==> config.mk <==
export PLATFORM = sky130hd
export DESIGN_NAME = ext_irq_sense
export DESIGN_NICKNAME = d
export VERILOG_FILES = /design/src/rtl/extint_pkg.sv /design/src/rtl/eis_cfg_regs.sv /design/src/rtl/eis_pin_sync.sv /design/src/rtl/eis_channel.sv /design/src/rtl/ext_irq_sense.sv
export SDC_FILE = /design/constraint.sdc
export NUM_CORES = 1
export LEC_CHECK = 0
export ABC_AREA = 1
export CAP_MARGIN = 20
export CORE_MARGIN = 8
export CORE_UTILIZATION = 48
export CTS_CLUSTER_DIAMETER = 60
export DETAILED_ROUTE_END_ITERATION = 6
export PLACE_DENSITY_LB_ADDON = 0.1
export SYNTH_ARGS = -nofsm -noshare
export SYNTH_HDL_FRONTEND = slang
export SYNTH_HIERARCHICAL = 1
export SYNTH_SLANG_ARGS = --single-unit
==> constraint.sdc <==
create_clock -name clk -period 1.6 [get_ports clk]
set_input_delay 0.4 -clock clk [delete_from_list [all_inputs] [get_ports clk]]
set_output_delay 0.4 -clock clk [all_outputs]
set_load 0.05 [all_outputs]
==> src/rtl/extint_pkg.sv <==
package extint_pkg;
    typedef enum logic [1:0] {
        SENSE_LOW  = 2'b00,
        SENSE_ANY  = 2'b01,
        SENSE_FALL = 2'b10,
        SENSE_RISE = 2'b11
    } sense_e;
endpackage

==> src/rtl/eis_cfg_regs.sv <==
module eis_cfg_regs #(
    parameter int NCFG  = 2,
    parameter int NEDGE = 1,
    parameter int NPINS = 3
) (
    input  logic               clk,
    input  logic               rst_n,
    input  logic [2:0]         wr_i,
    input  logic [2*NCFG-1:0]  sense_i,
    input  logic [NEDGE-1:0]   pol_i,
    input  logic [NPINS-1:0]   en_i,
    output logic [2*NCFG-1:0]  sense_o,
    output logic [NEDGE-1:0]   pol_o,
    output logic [NPINS-1:0]   en_o
);
    typedef struct packed {
        logic [2*NCFG-1:0] sense;
        logic [NEDGE-1:0]  pol;
        logic [NPINS-1:0]  en;
    } cfg_t;

    cfg_t cfg_d, cfg_q;

    always_comb begin
        cfg_d = cfg_q;
        if (wr_i[0]) cfg_d.sense = sense_i;
        if (wr_i[1]) cfg_d.pol   = pol_i;
        if (wr_i[2]) cfg_d.en    = en_i;
    end

    always_ff @(posedge clk or negedge rst_n) begin
        if (!rst_n) cfg_q <= '0;
        else        cfg_q <= cfg_d;
    end

    assign sense_o = cfg_q.sense;
    assign pol_o   = cfg_q.pol;
    assign en_o    = cfg_q.en;

    // an unstrobed enable field holds its value
    a_r11_en_hold: assert property (@(posedge clk) disable iff (!rst_n)
        !wr_i[2] |=> $stable(en_o));
endmodule

==> src/rtl/eis_pin_sync.sv <==
module eis_pin_sync #(
    parameter int             W    = 3,
    parameter logic [W-1:0]   IDLE = '1
) (
    input  logic         clk,
    input  logic         rst_n,
    input  logic [W-1:0] pin_i,
    output logic [W-1:0] lvl_o,
    output logic [W-1:0] prev_o
);
    typedef struct packed {
        logic [W-1:0] s1;
        logic [W-1:0] s2;
        logic [W-1:0] prev;
    } sync_t;

    sync_t st_d, st_q;

    always_comb begin
        st_d.s1   = pin_i;
        st_d.s2   = st_q.s1;
        st_d.prev = st_q.s2;
    end

    always_ff @(posedge clk or negedge rst_n) begin
        if (!rst_n) st_q <= '{s1: IDLE, s2: IDLE, prev: IDLE};
        else        st_q <= st_d;
    end

    assign lvl_o  = st_q.s2;
    assign prev_o = st_q.prev;
endmodule

==> src/rtl/eis_channel.sv <==
module eis_channel
    import extint_pkg::*;
#(
    parameter bit LEVEL_OK = 1'b1
) (
    input  logic   clk,
    input  logic   rst_n,
    input  logic   lvl_i,
    input  logic   prev_i,
    input  sense_e mode_i,
    input  logic   en_i,
    input  logic   ack_i,
    output logic   req_o
);
    typedef struct packed {
        logic pend;
        logic lvl;
    } chan_t;

    chan_t  ch_d, ch_q;
    sense_e mode_eff;
    logic   evt;
    logic   rise, fall;

    generate
        if (LEVEL_OK) begin : g_full
            assign mode_eff = mode_i;
        end else begin : g_edge_only
            assign mode_eff = mode_i[0] ? SENSE_RISE : SENSE_FALL;
        end
    endgenerate

    always_comb begin
        rise = lvl_i & ~prev_i;
        fall = ~lvl_i & prev_i;
        unique case (mode_eff)
            SENSE_LOW:  evt = 1'b0;
            SENSE_ANY:  evt = rise | fall;
            SENSE_FALL: evt = fall;
            default:    evt = rise;
        endcase
        ch_d.lvl = (mode_eff == SENSE_LOW) & ~lvl_i;
        if (mode_eff == SENSE_LOW) ch_d.pend = 1'b0;
        else                       ch_d.pend = (en_i & evt) | (ch_q.pend & ~ack_i);
        req_o = en_i & ((mode_eff == SENSE_LOW) ? ch_q.lvl : ch_q.pend);
    end

    always_ff @(posedge clk or negedge rst_n) begin
        if (!rst_n) ch_q <= '0;
        else        ch_q <= ch_d;
    end

    // acknowledge without a coincident edge clears the flag
    a_r8_ack_clears: assert property (@(posedge clk) disable iff (!rst_n)
        (ack_i && !(en_i && evt)) |=> !ch_q.pend);
    // a qualifying edge always leaves the flag set
    a_r8_edge_wins: assert property (@(posedge clk) disable iff (!rst_n)
        (en_i && evt) |=> ch_q.pend);
    // a disabled pin cannot create a pending flag
    a_r9_no_latch_off: assert property (@(posedge clk) disable iff (!rst_n)
        (!en_i && !ch_q.pend) |=> !ch_q.pend);
    // level mode keeps no sticky state
    a_r3_level_unlatched: assert property (@(posedge clk) disable iff (!rst_n)
        (mode_eff == SENSE_LOW) |=> !ch_q.pend);

    generate
        if (!LEVEL_OK) begin : g_chk_edge
            // the edge-only channel never produces a level request
            a_r7_no_level: assert property (@(posedge clk) disable iff (!rst_n)
                $past(lvl_i == 1'b0) |-> !ch_q.lvl);
        end
    endgenerate
endmodule

==> src/rtl/ext_irq_sense.sv <==
module ext_irq_sense
    import extint_pkg::*;
#(
    parameter int NUM_PINS = 3,
    parameter int NUM_CFG  = 2
) (
    input  logic                  clk,
    input  logic                  rst_n,
    input  logic [NUM_PINS-1:0]   pin_i,
    input  logic [2:0]            cfg_wr_i,
    input  logic [2*NUM_CFG-1:0]  cfg_sense_i,
    input  logic [NUM_PINS-NUM_CFG-1:0] cfg_pol_i,
    input  logic [NUM_PINS-1:0]   cfg_en_i,
    input  logic [NUM_PINS-1:0]   ack_i,
    output logic [NUM_PINS-1:0]   req_o
);
    localparam int NEDGE = NUM_PINS - NUM_CFG;

    logic [2*NUM_CFG-1:0] sense_q;
    logic [NEDGE-1:0]     pol_q;
    logic [NUM_PINS-1:0]  en_q;
    logic [NUM_PINS-1:0]  lvl_s, prev_s;

    eis_cfg_regs #(.NCFG(NUM_CFG), .NEDGE(NEDGE), .NPINS(NUM_PINS)) u_cfg (
        .clk     (clk),
        .rst_n   (rst_n),
        .wr_i    (cfg_wr_i),
        .sense_i (cfg_sense_i),
        .pol_i   (cfg_pol_i),
        .en_i    (cfg_en_i),
        .sense_o (sense_q),
        .pol_o   (pol_q),
        .en_o    (en_q)
    );

    eis_pin_sync #(.W(NUM_PINS), .IDLE({NUM_PINS{1'b1}})) u_sync (
        .clk    (clk),
        .rst_n  (rst_n),
        .pin_i  (pin_i),
        .lvl_o  (lvl_s),
        .prev_o (prev_s)
    );

    generate
        for (genvar k = 0; k < NUM_PINS; k++) begin : g_pin
            if (k < NUM_CFG) begin : g_cfg
                eis_channel #(.LEVEL_OK(1'b1)) u_ch (
                    .clk    (clk),
                    .rst_n  (rst_n),
                    .lvl_i  (lvl_s[k]),
                    .prev_i (prev_s[k]),
                    .mode_i (sense_e'(sense_q[2*k +: 2])),
                    .en_i   (en_q[k]),
                    .ack_i  (ack_i[k]),
                    .req_o  (req_o[k])
                );
            end else begin : g_edge
                eis_channel #(.LEVEL_OK(1'b0)) u_ch (
                    .clk    (clk),
                    .rst_n  (rst_n),
                    .lvl_i  (lvl_s[k]),
                    .prev_i (prev_s[k]),
                    .mode_i (pol_q[k-NUM_CFG] ? SENSE_RISE : SENSE_FALL),
                    .en_i   (en_q[k]),
                    .ack_i  (ack_i[k]),
                    .req_o  (req_o[k])
                );
            end
        end
    endgenerate

    // no request leaves a masked pin
    a_r9_mask_out: assert property (@(posedge clk) disable iff (!rst_n)
        (req_o & ~en_q) == '0);
endmodule

# --- Word-level counts from Yosys, hierarchy flattened ---
# Cells that the tools add are included.
op_classes:
  eq_ne: 6
  muxes: 11
  n_bitwise: 33
  n_reduce_logical: 3
op_table:
  columns: ["cell", "n"]
  rows:
  - ["$and 1x1->1", 18]
  - ["$not 1->1", 9]
  - ["$pmux 1 s3", 3]
  - ["$mux 1", 8]
  - ["$eq 2x1->1 const B", 3]
  - ["$eq 2x2->1 const B", 3]
  - ["$logic_not 2->1", 3]
  - ["$or 1x1->1", 6]
word_totals:
  regBits: 23
  input_bits: 19
  output_inout_bits: 3
  elab_cells: 65

# --- Logic depth before layout (Yosys ltp) ---
logic_depth:
  ltp_word: 7
  mapped_depth: 8
  mapped_depth_nobuf: 7

# --- Modules after synthesis ---
# Netlist, hierarchy kept.
by_module_without_submodules:
  columns: ["mod", "n_inst", "cells_per_inst", "area_per_inst_um2", "seq_area_each_um2"]
  rows:
  - ["eis_channel (g_pin[0].g_cfg.u_ch ...)", 2, 25, 162.7, 50.0]
  - ["eis_cfg_regs", 1, 35, 301.5, 200.2]
  - ["eis_pin_sync", 1, 12, 259.0, 236.5]
  - ["eis_channel (g_pin[2].g_edge.u_ch)", 1, 14, 75.1, 25.0]
  - ["ext_irq_sense", 1, 1, 3.8, 0.0]

# --- Worst setup path before layout ---
# OpenSTA, ideal clock, no wires.
synth_path:
  kind: "register -> output"
  startpoint: "register u_cfg.cfg_q (netlist bit u_cfg/sense_o[1])"
  endpoint: "output req_o[0]"
  arrival_ns: 1.305
  required_time_ns: 1.200
  path_slack_ns: -0.105
  stages_incl_launch_ff: 4
  n_path_buf: 0
  cell_sequence: "dfrtp_1 nor2_1 o21ai_0 nor2_1"
synth_between:
  elab_chain_cells: 3
synth_lines:
  columns: ["element", "line_no", "rtl"]
  rows:
  - ["from (decl)", "eis_cfg_regs.sv:22", "cfg_t cfg_d, cfg_q;"]
  - ["from (signal assigned)", "eis_cfg_regs.sv:33", "else cfg_q <= cfg_d;"]
  - ["$logic_not 2->1", "eis_channel.sv:45", "req_o = en_i & ((mode_eff == SENSE_LOW) ? ch_q.lvl : ch_q.pend);"]
  - ["$mux 1", "eis_channel.sv:45", null]
  - ["$and 1x1->1", "eis_channel.sv:45", null]
  - ["to (decl)", "ext_irq_sense.sv:15", "output logic [NUM_PINS-1:0] req_o"]
# Every way passes these cells.

# --- Final worst setup path ---
# Ends and elaborated chain as after synthesis.

==> results.txt <==
The clock insertion delay at the later pin of the skew report came out at 0.30 ns. In this run the worst hold path is classified as reg -> reg. The number of buffers on the longest clock path is 2. CTS placed an instance of sky130_fd_sc_hd__clkbuf_4 at the clock tree root. After detailed routing, the number of remaining DRC violations is 0. The first global-routing pass estimated 3080 µm of wire. The wire length per cell after detailed routing came out at 11.0 µm.

STA puts the critical path data required time at 1.20 ns. The mean instance size in the synthesized netlist is 8.66 µm². The synthesis warning total is 6.

The hold path depth came out at 0. The chip width is 60.7 µm. The number of hold violations in the final report came out at 0. STA classifies the critical path startpoint as a register. Registers take 562 µm². The count of nets left with antenna violations after detail routing came out at 0.

The pre-antenna-repair detailed-routing pass consisted of 3 iterations. For hold timing, the worst endpoint is u_sync/lvl_o[2]. The total CTS buffers is 3. The number of antenna violations at the first check in global routing came out at 0.

TritonCTS built the clock tree. Dividing the final minimum period by the clock period gives 102%. The number of placed cells counting well taps is 157. The floorplan core area is 0.00192 mm². The slew at the pin with the worst max-slew slack is 0.268 ns. The startpoint identified for the worst hold timing path is u_sync/st_d[5].

The power density over the cells came out at 875 mW/mm². The TritonCTS sink count came out at 22. The worst path setup slack after routing came out at -0.0383 ns. The critical path class is reg -> out.

For this block, the via count after detailed routing is 727. The synthesized area is 961 µm². The final worst clock skew came out at 0.00100 ns.

The via count normalized by instance count came out at 4.35. The clock-pin transition on the worst setup and hold timing paths is 0.11 ns. The tightest hold path in the finished design has a slack of 0.363 ns. The checks that failed: negative setup slack.

The max-cap check violation count came out at 0. Hold repair after CTS inserted 0 buffers. Setup repair after global routing could not meet its margin everywhere.

The startpoint identified for the worst register-to-register timing path is u_sync/lvl_o[0]. The starting DRC count in detailed routing is 10. The number of global-route vias before repair came out at 752. The share of the core filled with cells is 69.4%.

The total routed wirelength is 1830 µm. The count of pins over their slew limit is 0. The overall die area is 0.00369 mm². The synthesized net count came out at 134. The detailed placement HPWL came out at 1300 µm. The pin count of the biggest net entering global routing is 23. Input and output buffers added on the ports amount to 21.

The capturing point of the worst reg2reg path is g_pin[0].g_cfg.u_ch/ch_q[1]. The multi-input logic area is 319 µm². The critical path data arrival time came out at 1.24 ns.

The proportion of layout cells with a drive suffix above 1 came out at 25.7%. The number of fill cells in the layout came out at 153. Counting I/O delays and the setup requirement, the final critical path takes 1.64 ns.

The number of antenna diodes in the final layout is 0. Measured in cells, the most critical reg-to-reg path has a length of 7. During I/O placement, the number of pins put on the boundary was 22. The number of cells produced by synthesis came out at 111.

The total track usage came out at 11.0%. At the end of routability-driven placement, the weighted congestion stood at 0.712. The leakage power came out at 0.000695 µW. The layout overhead on the synthesized area came out at 38.8%.

VDD sags by at most 0.633 mV. The number of H-tree levels is 1. The highest clock frequency the design can meet is 610 MHz.

Headroom to the max-slew limit came out at 82.1%. The worst setup path is captured at an output port. The largest fanout on the critical path came out at 3. The number of nets in the finished design came out at 164. The vertical extent of the die came out at 60.7 µm. The post-layout instance count excluding filler cells is 167. The global route total overflow came out at 0. For flop-to-flop paths, the worst setup slack is 0.27 ns. The run finished, with violations left. The initialized floorplan defines 16 standard-cell rows. The initial core utilization is 50.0%. Setup violations remaining at the end of the flow were counted as 2.
## state kept, by name, indices dropped and copies added (netlist names)
| name | flops |
|---|---|
| u_cfg/en_o | 3 |
| u_cfg/pol_o | 1 |
| g_pin.g_cfg.u_ch/ch_q | 4 |
| g_pin.g_edge.u_ch/ch_q | 1 |
| u_sync/st_d | 3 |
| u_sync/lvl_o | 3 |
| u_cfg/sense_o | 4 |
| u_sync/prev_o | 3 |
## cell type report
| cell class | count | area share, % |
|---|---|---|
| sequential | 22 | 42.1 |
| timing repair buffer | 28 | 22.0 |
| inverter | 24 | 6.75 |
| tap | 27 | 2.53 |
| clock buffer | 4 | 2.72 |
| multi-input combinational | 62 | 23.9 |
## cell usage in the layout, fill, tap and decap left out
| master | count |
|---|---|
| sky130_fd_sc_hd__nand2_1 | 37 |
| sky130_fd_sc_hd__inv_1 | 21 |
| sky130_fd_sc_hd__clkdlybuf4s50_1 | 18 |
| sky130_fd_sc_hd__dfrtp_1 | 13 |
| sky130_fd_sc_hd__dfstp_2 | 9 |
| sky130_fd_sc_hd__buf_4 | 7 |
| sky130_fd_sc_hd__nor2_1 | 6 |
| sky130_fd_sc_hd__nand3_1 | 5 |
| sky130_fd_sc_hd__nor2_2 | 4 |
| sky130_fd_sc_hd__ha_1 | 4 |
| sky130_fd_sc_hd__clkbuf_4 | 3 |
| sky130_fd_sc_hd__inv_2 | 3 |
| sky130_fd_sc_hd__buf_12 | 3 |
| sky130_fd_sc_hd__nor2_4 | 2 |
| sky130_fd_sc_hd__o21ai_2 | 2 |
| sky130_fd_sc_hd__a21oi_2 | 2 |
| sky130_fd_sc_hd__clkbuf_8 | 1 |
## worst max path at each step
stage	startpoint	end	slack [ns]	depth (start not counted)
2_1_floorplan	u_cfg/sense_o[1]	req_o[0]	0.1	3
3_3_place_gp	u_cfg/sense_o[1]	req_o[0]	0.20	5
3_5_place_dp	u_cfg/sense_o[2]	req_o[1]	0.17	4
4_1_cts	u_cfg/sense_o[2]	req_o[1]	-0.08	4
5_1_grt	u_cfg/sense_o[0]	req_o[0]	-0.10	4
6_report	u_cfg/sense_o[1]	req_o[0]	-0.04	4
## metal layers
metal	global-route usage, %	share of wire, %	up-vias
met1	12.7	46	326
met2	17.6	47	21
met5	0	0	-
li1	-	-	378
met4	4.65	0.93	0
met3	4.24	6.9	2
## power by group
group | internal (µW) | switching, µW | total, µW
Sequential | 606 | 31.6 | 638
Clock | 139 | 154 | 292
Combinational | 123 | 115 | 238
## critical path, stage by stage (launching register included)
cell,delay [ns]
sky130_fd_sc_hd__dfrtp_1,0.42
sky130_fd_sc_hd__nor2_4,0.15
sky130_fd_sc_hd__o21ai_2,0.07
sky130_fd_sc_hd__nor2_2,0.15
sky130_fd_sc_hd__buf_12,0.15
## through the flow
step	worst slack [ns]	total power [µW]	instance area, µm²	setup TNS (ns)
2_1_floorplan	0.0993	741	966	0
3_3_place_gp	0.199	836	1220	0
3_5_place_dp	0.170	844	1220	0
4_1_cts	-0.0784	1160	1300	-0.130
5_1_grt	-0.104	1230	1330	-0.206
6_report	-0.0383	1170	1330	-0.0626
## repair_timing
action | in CTS | in global routing
buffers inserted | 5 | 1
pin swaps | 3 | 5
resized for setup | 3 | 9
cloned | 0 | 0
endpoints found under the setup margin | 2 | 2
Power figures use the tool's default switching activity.
